`config.mk`:
```
export PLATFORM = sky130hd
export DESIGN_NAME = next_pc_unit
export DESIGN_NICKNAME = d
export VERILOG_FILES = /design/src/rtl/next_pc_unit.sv
export SDC_FILE = /design/constraint.sdc
export NUM_CORES = 1
export LEC_CHECK = 0
export BUFFER_PORTS_ARGS = -buffer_cell sky130_fd_sc_hd__buf_2
export CAP_MARGIN = 20
export CORE_UTILIZATION = 47
export CTS_CLUSTER_SIZE = 14
export DETAILED_ROUTE_END_ITERATION = 7
export PLACE_DENSITY = 0.79
export SETUP_SLACK_MARGIN = 0.5
export SLEW_MARGIN = 20
export SYNTH_ARGS = -nofsm -noshare
export SYNTH_HDL_FRONTEND = slang
export SYNTH_SLANG_ARGS = --single-unit
```
`constraint.sdc`:
```
create_clock -name clk -period 3.2 [get_ports clk]
set_input_delay 0.16 -clock clk [delete_from_list [all_inputs] [get_ports clk]]
set_output_delay 0.16 -clock clk [all_outputs]
set_load 0.05 [all_outputs]
```
`src/rtl/next_pc_unit.sv`:
```
module next_pc_unit #(
  parameter logic [31:0] RESET_PC = 32'h0
) (
  input  logic        clk,
  input  logic        rst,
  input  logic        stall,
  input  logic [2:0]  op,
  input  logic [15:0] br_off,
  input  logic [25:0] jmp_field,
  input  logic        ops_equal,
  input  logic [31:0] jr_value,
  output logic [31:0] pc,
  output logic [31:0] link_addr,
  output logic        link_we
);
  localparam logic [2:0] OP_SEQ = 3'd0;
  localparam logic [2:0] OP_BEQ = 3'd1;
  localparam logic [2:0] OP_BNE = 3'd2;
  localparam logic [2:0] OP_JMP = 3'd3;
  localparam logic [2:0] OP_JAL = 3'd4;
  localparam logic [2:0] OP_JR  = 3'd5;

  logic [31:0] pc_q, seq_pc, br_pc, jmp_pc, nxt_pc;
  logic        take_br;

  assign seq_pc  = pc_q + 32'd4;
  assign br_pc   = seq_pc + {{14{br_off[15]}}, br_off, 2'b00};
  assign jmp_pc  = {seq_pc[31:28], jmp_field, 2'b00};
  assign take_br = (op == OP_BEQ && ops_equal) || (op == OP_BNE && !ops_equal);

  always_comb begin
    case (op)
      OP_BEQ, OP_BNE: nxt_pc = take_br ? br_pc : seq_pc;
      OP_JMP, OP_JAL: nxt_pc = jmp_pc;
      OP_JR:          nxt_pc = jr_value;
      default:        nxt_pc = seq_pc;
    endcase
  end

  always_ff @(posedge clk) begin
    if (rst)         pc_q <= RESET_PC;
    else if (!stall) pc_q <= nxt_pc;
  end

  assign pc        = pc_q;
  assign link_addr = seq_pc;
  assign link_we   = (op == OP_JAL) && !stall && !rst;
endmodule

```
After elaboration in Yosys (flattened, before gate mapping)
Index checks and enable logic that the tools add are counted.
- register bits: 32
- bits of input ports: 81
- word-level logic and storage cells: 20
- $add $sub $neg: 2
- equality and inequality tests: 5
- mux-type cells: 2
- reductions and logical operators: 10
- operators with widths (operator ; count):
    case mux 32 bit (3 select lines) ; 1
    adder 32 x 3 -> 32 bit (second input constant) ; 1
    adder 32 bit ; 1
    2-to-1 mux 32 bit ; 1
    equality test 3 x 2 -> 1 bit (second input constant) ; 2
    equality test 3 bit (second input constant) ; 2
    logical AND 1 bit ; 4
    OR reduction 2 bit ; 2
    equality test 3 x 1 -> 1 bit (second input constant) ; 1
    logical NOT 1 bit ; 3
    logical OR 1 bit ; 1

Depth between registers and ports, before layout
Gate-level depths: netlist of the first run.
- depth after elaboration: 5
- depth in mapped cells: 15

Worst setup path after synthesis of the first run
OpenSTA, ideal clock, no wires.
- path type: register -> register
- from: register pc_q[9] (netlist: pc[9])
- to: register pc_q[31] (netlist: pc[31])
- arrival time: 4.381 ns
- required time: 3.069 ns
- path slack: -1.312 ns
- cell stages (with the launch flop): 16
- buffers on the path: 1
- period minus slack after synthesis: 4.512 ns
- path through: dfxtp_1 > and4_4 > nand4_4 > nor3_2 > nand3_1 > xnor2_1 > ha_1 > clkbuf_1 > a21oi_1 > o211ai_1 > a41oi_1 > o21ai_0 > a21oi_1 > xnor2_1 > mux2i_1 > o211ai_1
- word-level cells in the longest chain between the ends: 4
- RTL lines (element ; RTL line ; text):
    start: declaration ; 23 ; logic [31:0] pc_q, seq_pc, br_pc, jmp_pc, nxt_pc;
    start signal: assignment ; 42 ; else if (!stall) pc_q <= nxt_pc;
    adder 32 x 3 -> 32 bit ; 26 ; assign seq_pc = pc_q + 32'd4;
    via link_addr[24] ; 13 ; output logic [31:0] link_addr,
    adder 32 bit ; 27 ; assign br_pc = seq_pc + {{14{br_off[15]}}, br_off, 2'b00};
    2-to-1 mux 32 bit ; 33 ; OP_BEQ, OP_BNE: nxt_pc = take_br ? br_pc : seq_pc;
    case mux 32 bit (3 select lines) ; 32 ; case (op)
The timed path passes the listed nets, and every way through them passes these cells.
A chain may end at the register's enable or synchronous reset.

Worst setup path after layout of the first run
- from: register pc_q[7] (netlist: pc[7])
- to: register pc_q[31] (netlist: pc[31])
- word-level cells in the longest chain between the ends: 4
- RTL lines (element ; RTL line):
    adder 32 x 3 -> 32 bit * ; 26
    adder 32 bit ; 27
    2-to-1 mux 32 bit ; 33
    case mux 32 bit (3 select lines) * ; 32
Every way passes the cells marked *; elsewhere a longest branch is shown, timed or not.

==> results of run 1 <==
## critical path, stage by stage, from the launching register on
cell      delay [ns]
dfxtp_4         0.36
and4_4          0.28
nand3_4         0.11
nor3_4          0.40
buf_4           0.19
nand2_2         0.10
xnor2_4         0.20
ha_4            0.37
nand2_1         0.12
nor3_2          0.21
nand3_1         0.19
nor3b_2         0.25
a21oi_2         0.09
xnor2_1         0.26
mux2i_1         0.29
o211ai_1        0.12
## worst paths after layout
| path | from | end | slack [ns] |
|---|---|---|---|
| worst min register to register | pc[19] | pc[19] | 0.52 |
| worst min-delay path | jr_value[0] | pc[0] | 0.11 |
| worst max register to register | pc[7] | pc[31] | -0.48 |
| worst max-delay path | pc[7] | pc[31] | -0.48 |
## layer usage
layer	track usage, %	part of all wire (%)	up-vias	routed length, µm
li1	-	-	2677	-
met1	55.58	37	2987	8372
met2	59.87	43	658	9924
met3	7.741	14	172	3229
met4	9.681	5.8	0	1322
met5	0	0	-	0
## per-stage QoR
step / hold WS, ns / utilization [%] / power [µW] / instances / instance area, µm²
3_5_place_dp: 0.4072 / 70.55 / 1723 / 891 / 6122
3_3_place_gp: 0.4017 / 70.55 / 1704 / 891 / 6122
5_1_grt: 0.1507 / 86.95 / 2529 / 935 / 7546
4_1_cts: 0.1131 / 77.97 / 2150 / 916 / 6766
6_report: 0.1118 / 86.95 / 2457 / 935 / 7546
2_1_floorplan: 0.3083 / - / 1276 / 564 / 4604
## final cells by class
class                           count  area, µm²  area share, %
Clock buffer                        7      76.32          1.011
Clock inverter                      1      5.005        0.06632
Inverter                           26      97.59          1.293
Multi-Input combinational cell    476       4668          61.86
Sequential cell                    32      700.7          9.285
Tap cell                          108      135.1          1.791
Timing Repair Buffer              285       1863          24.69
## cells by family after synthesis
| logic type | count (synthesis) | share of synthesized area [%] |
|---|---|---|
| compound gates | 196 | 33.13 |
| simple gates | 189 | 23.71 |
| buf+inv | 56 | 5.263 |
| xor+xnor | 51 | 10.68 |
| fa+ha+maj | 35 | 10.65 |
| flops | 32 | 15.31 |
| mux | 5 | 1.256 |
## power groups by stage
stage | clock, µW | sequential, µW | combinational, µW
floorplan | 0 | 606 | 670
global placement | 0 | 468 | 1240
detailed placement | 0 | 469 | 1250
CTS | 308 | 462 | 1380
global route | 329 | 473 | 1730
finish | 316 | 469 | 1670
## repair_timing
action,4_1_cts,5_1_grt
endpoints found under the setup margin,24,25
setup buffers,17,19
pin swaps,40,74
resized for setup,90,121
## Yosys cell counts, types with 3 or more instances
library cell | number | area (µm²)
and4_1 | 3 | 26.28
o211ai_1 | 7 | 52.55
nand3_1 | 20 | 100.1
xnor2_1 | 40 | 350.3
a31oi_1 | 6 | 37.54
o21ai_0 | 22 | 110.1
nor2_1 | 35 | 131.4
clkbuf_1 | 26 | 97.59
a32oi_1 | 4 | 35.03
xor2_1 | 11 | 96.34
mux2i_1 | 3 | 30.03
o21bai_1 | 5 | 37.54
a221o_1 | 24 | 240.2
and2_1 | 4 | 25.02
ha_1 | 34 | 425.4
nand2_1 | 42 | 157.7
a41oi_1 | 3 | 26.28
a21o_1 | 15 | 112.6
and3_1 | 7 | 43.79
a221oi_1 | 23 | 201.4
dfxtp_1 | 32 | 640.6
nand4_1 | 9 | 56.30
o22ai_1 | 4 | 25.02
o21ai_1 | 4 | 20.02
nor2b_1 | 21 | 131.4
a211oi_1 | 5 | 37.54
nor3_1 | 29 | 145.1
a21oi_1 | 52 | 260.3
inv_1 | 26 | 97.59
or2_2 | 4 | 25.02
a22oi_1 | 4 | 30.03
==> results.cfg, run 1 <==
[synth]
synth_nets = 680
async_flop_share_pct = 0
yosys_register_bits = 32
yosys.cell_types.count = 62
synth-seq-area-share_pct = 15.31
netlist_instances = 564
synth_edf_count = 0
yosys_warnings = 0
synth-main-ff-cell = dfxtp_1
avgSynthCellArea_um2 = 7.418
syn-cell-area_um2 = 4184

[flow_run]
timing.max_cap.violations = 0

[finish]
layout_commonest_cell = buf_2
layout-drive-gt1-share_pct = 59.85
n_antenna_cell = 0
area_delta_synth_final_pct = 80.35
nets = 942
largest_reg_flops = 32
fillers = 462
mostFrequentLayoutCells = buf_2, buf_4, nand2_1

[clocking]
cts_hold_buffers = 0
cts.clk_slew.worst_paths_ns = 0.08
cts_buffers = 5
cts_max_level = 2
cts-root-buf = clkbuf_8
clockBufferDepth = 2
cts_tree = built
cts_num_sinks = 32
clk_latency_ns = 0.29

[grt]
grt_overflow = 0
grt_usage_pct = 39.00
antenna_found_initial = 0
grt_pass1_wl_um = 27480
grt_pass1_vias = 5324
grt_max_degree = 60

[route]
antenna_left = 0
vias_per_cell = 6.945
routed_wl_um = 22850
drtPass1Iterations = 8
num_vias = 6494
drt_iter0_markers = 864
wire_per_inst_um = 24.44
drc = 0

[die]
dieArea_um2 = 9283
die_w_um = 96.35
rows = 34
start_util_pct = 48.21
core_area_um2 = 8678
dieHeight_um = 96.35
io_pins = 146

[run_status]
violations = setup timing
status = finished with violations

[critical_path]
start_kind = flip-flop
required_ns = 3.36
path_max_fanout = 6
crit_type = flip-flop to flip-flop
r2r_cells = 15
cp-end-kind = flip-flop
arrival_ns = 3.84

[place]
hpwl_um = 13620
place_congestion = 1.023
port_buffers = 145
place_ws_ns = -0.2889

[sta]
setup_viol = 14
slew_headroom_pct = 24.94
worst_slew_pin_slew_ns = 1.126
timing_hold_violations_final = 0
fin_skew_ns = 0.007456
worst_slack_ns = -0.4808
rsz0062_at_grt = true
fmax_ghz = 0.2717
tns_ns = -2.290
period_share_pct = 115.0
period_needed_ns = 3.681
drv_slew = 0

[power]
seqPwrFrac_pct = 19.1
power_switching_uw = 1211
p_leak_uw = 0.003439
powerDensity_nw_per_um2 = 325.6
swShare_pct = 49.30
worst_ir_drop_vdd_v = 0.0002386
p_comb_share_pct = 68.1
pwr-share-clk_pct = 12.9
internal_power_uw = 1246

[min_path]
hold_path_depth = 3
min_path_type = input pin to flip-flop
Power figures use the tool's default switching activity.
==> run 2: changes to the inputs <==
CORE_ASPECT_RATIO = 0.7   (was not set)
==> run 2 against run 1 <==
Effect of this change: the run now fails in global routing (5_1_grt); synthesized cell count did not move; synthesized area did not move.
==> results.cfg, run 2 <==
[run_status]
status = stopped before the end
stop_stage = global routing (5_1_grt)
error = [ERROR GRT-0232] Routing congestion too high. Check the congestion heatmap in the GUI.

[synth]
async_flop_share_pct = 0
yosys.cell_types.count = 62
synth-main-ff-cell = dfxtp_1
yosysMostFrequentCell = a21oi_1
yosys_warnings = 0
synth_area_leader_cell = dfxtp_1
synth_top_area_share_pct = 15.31
synthSimpleGateAreaFrac_pct = 23.71
synth-seq-area-share_pct = 15.31
synthTopCellsByArea = dfxtp_1, ha_1, xnor2_1
synth_edf_count = 0
yosys_register_bits = 32
yosys.area_share.xor_xnor_pct = 10.68
synth_compound_area_share_pct = 33.13
netlist_instances = 564
avgSynthCellArea_um2 = 7.418
synth_top_family_by_area = compound AO/OA/AOI/OAI gates
synthAdderAreaFrac_pct = 10.65
syn-cell-area_um2 = 4184
synth_nets = 680
synth_mux_area_share_pct = 1.256
synth_common_cells = a21oi_1, nand2_1, xnor2_1

[clocking]
cts-root-buf = clkbuf_16
clockBufferDepth = 2
cts_hold_buffers = 0
cts_max_level = 2
cts_num_sinks = 32
cts_buffers = 5

[grt]
grt_max_degree = 60
grt_usage_pct = 71.09
grt_overflow = 9

[die]
die_w_um = 114.8
rows = 28
start_util_pct = 48.95
dieHeight_um = 80.94
io_pins = 146

[place]
port_buffers = 145
place_congestion = 1.069
hpwl_um = 14490

[sta]
worstEndpointType = sequential cell input
crit_endpoint = pc[31]$_SDFFE_PP0N_/D
[run 2: cell counts after synthesis]
No cell type changed its count.
[run 2: timing repair]
action / in CTS
gates resized for setup: 131
pin swaps: 82
buffers inserted: 27
endpoints found under the setup margin: 23
[run 2: metrics by stage]
step | area [µm²] | setup WS [ns] | std cells | utilization, %
CTS | 7222 | -0.04455 | 953 | 84.48
floorplan | 4604 | -0.3020 | 564 | -
detailed placement | 6250 | -0.3688 | 918 | 73.11
global placement | 6250 | -0.2410 | 918 | 73.11
[run 2: metal layers]
layer  GRT overflow  GRT usage, %
met1              0         71.05
met5              0         27.78
met2              3         90.48
met3              1         55.22
met4              5         67.40
[run 2: cells by family after synthesis]
| logic type | Yosys count |
|---|---|
| flops | 32 |
| simple gates | 189 |
| mux | 5 |
| fa+ha+maj | 35 |
| compound gates | 196 |
| xor+xnor | 51 |
| buf+inv | 56 |
==> run 3: changes to the inputs <==
CORE_ASPECT_RATIO = not set   (was 0.7)
CORE_UTILIZATION = 40   (was 47)
CTS_CLUSTER_SIZE = not set   (was 14)
PLACE_DENSITY = not set   (was 0.79)
PLACE_DENSITY_LB_ADDON = 0.15   (was not set)
SETUP_SLACK_MARGIN = not set   (was 0.5)
clock period = 4.16 ns   (was 3.2 ns; I/O delays follow)
==> run 3 against run 2 <==
Effect of this change: the flow now finishes without violations.
==> results.cfg, run 3 (synthesized netlist as in run 1, its figures left out) <==
[critical_path]
required_ns = 4.41
cp-end-kind = flip-flop
path_max_fanout = 7
crit_type = flip-flop to flip-flop
start_kind = flip-flop
arrival_ns = 4.05

[power]
worst_ir_drop_vdd_v = 0.0001230
powerDensity_nw_per_um2 = 287.2
p_leak_uw = 0.002479

[sta]
slew_headroom_pct = 37.80
rsz0062_at_grt = false
fmax_ghz = 0.2635
fin_skew_ns = 0.008298
period_share_pct = 91.23
setup_viol = 0
tns_ns = 0
worst_slew_pin_slew_ns = 0.9309
period_needed_ns = 3.795
drv_slew = 0
timing_hold_violations_final = 0
worst_slack_ns = 0.3650

[finish]
largest_reg_flops = 32
fillers = 1016
layout_commonest_cell = buf_2
area_delta_synth_final_pct = 24.79
fin_util_pct = 52.45
seqCellArea_um2 = 640.6
layout-drive-gt1-share_pct = 27.31
multi_input_area_um2 = 3442
nets = 807
stdcell_area_um2 = 5221
n_antenna_cell = 0
mostFrequentLayoutCells = buf_2, a21oi_1, nand2_1
stdcell_count = 825

[run_status]
status = complete, no violations

[place]
hpwl_um = 11890
place_congestion = 0.9043
place_inst = 817
place_area_um2 = 5110
place_ws_ns = 0.4249
port_buffers = 145

[die]
io_pins = 146
start_util_pct = 42.03
core_area_um2 = 9955
dieArea_um2 = 10870
rows = 36
dieHeight_um = 104.3
die_w_um = 104.3

[route]
drc = 0
wire_per_inst_um = 18.84
wl_met1_um = 7207
route.met2.wl_um = 6834
routed_wl_um = 15550
drtPass1Iterations = 5
vias_per_cell = 6.078
drt_iter0_markers = 396
wl_met3_um = 1338
antenna_left = 0
highest_layer = met4
num_vias = 5014

[clocking]
cts_hold_buffers = 0
cts_tree = built
clk_latency_ns = 0.30
cts.clk_slew.worst_paths_ns = 0.08
cts_num_sinks = 32
post_cts_buffers = 0
cts-resized-gates = 0
cts_buffers = 5
cts_max_level = 2
cts-root-buf = clkbuf_8
clockBufferDepth = 2

[grt]
grt_usage_pct = 28.25
grt_max_degree = 45
antenna_found_initial = 0
grt_pass1_vias = 4746
grt_overflow = 0
grt_pass1_wl_um = 24680

[flow_run]
timing.max_cap.violations = 0

[min_path]
min_path_type = input pin to flip-flop
run 3: where the power goes:
| part | leakage [µW] | switching (µW) | internal (µW) |
|---|---|---|---|
| Sequential | 0.000265 | 46.6 | 331 |
| Clock | 0.0000541 | 146 | 178 |
| Combinational | 0.00216 | 530 | 268 |
run 3: cell type report:
cell class                      count  area share, %
Inverter                           26          1.869
Timing Repair Buffer              150          14.62
Clock inverter                      3         0.8148
Multi-Input combinational cell    476          65.92
Sequential cell                    32          12.27
Clock buffer                        5          1.318
Tap cell                          133          3.187
run 3: final timing paths:
kind / from / to / slack [ns] / cells past startpoint
min reg2reg: pc[1] / pc[1] / 0.54 / 2
max: pc[2] / pc[23] / 0.36 / 14
min: jr_value[1] / pc[1] / 0.14 / 3
max reg2reg: pc[2] / pc[23] / 0.36 / 14
run 3: critical path, stage by stage, from the launching register on:
cell       delay (ns)
dfxtp_1          0.50
ha_1             0.31
nand3_1          0.14
nor2_1           0.28
nand3_1          0.17
xnor2_2          0.27
ha_1             0.36
a21oi_1          0.21
o21ai_0          0.15
a311oi_1         0.32
a211oi_1         0.14
o21ai_1          0.19
xnor2_1          0.14
a2111oi_1        0.46
a21o_1           0.12
run 3: metal layers:
metal	track usage (%)	vias up
met5	0	-
met2	43.05	239
li1	-	2407
met3	5.702	14
met4	6.531	0
met1	40.41	2354
run 3: through the flow:
| step | power, µW | hold WS (ns) |
|---|---|---|
| global placement | 1163 | 0.4470 |
| detailed placement | 1167 | 0.4559 |
| floorplan | 952.2 | 0.3563 |
| CTS | 1494 | 0.1409 |
| global route | 1578 | 0.1566 |
| finish | 1499 | 0.1395 |
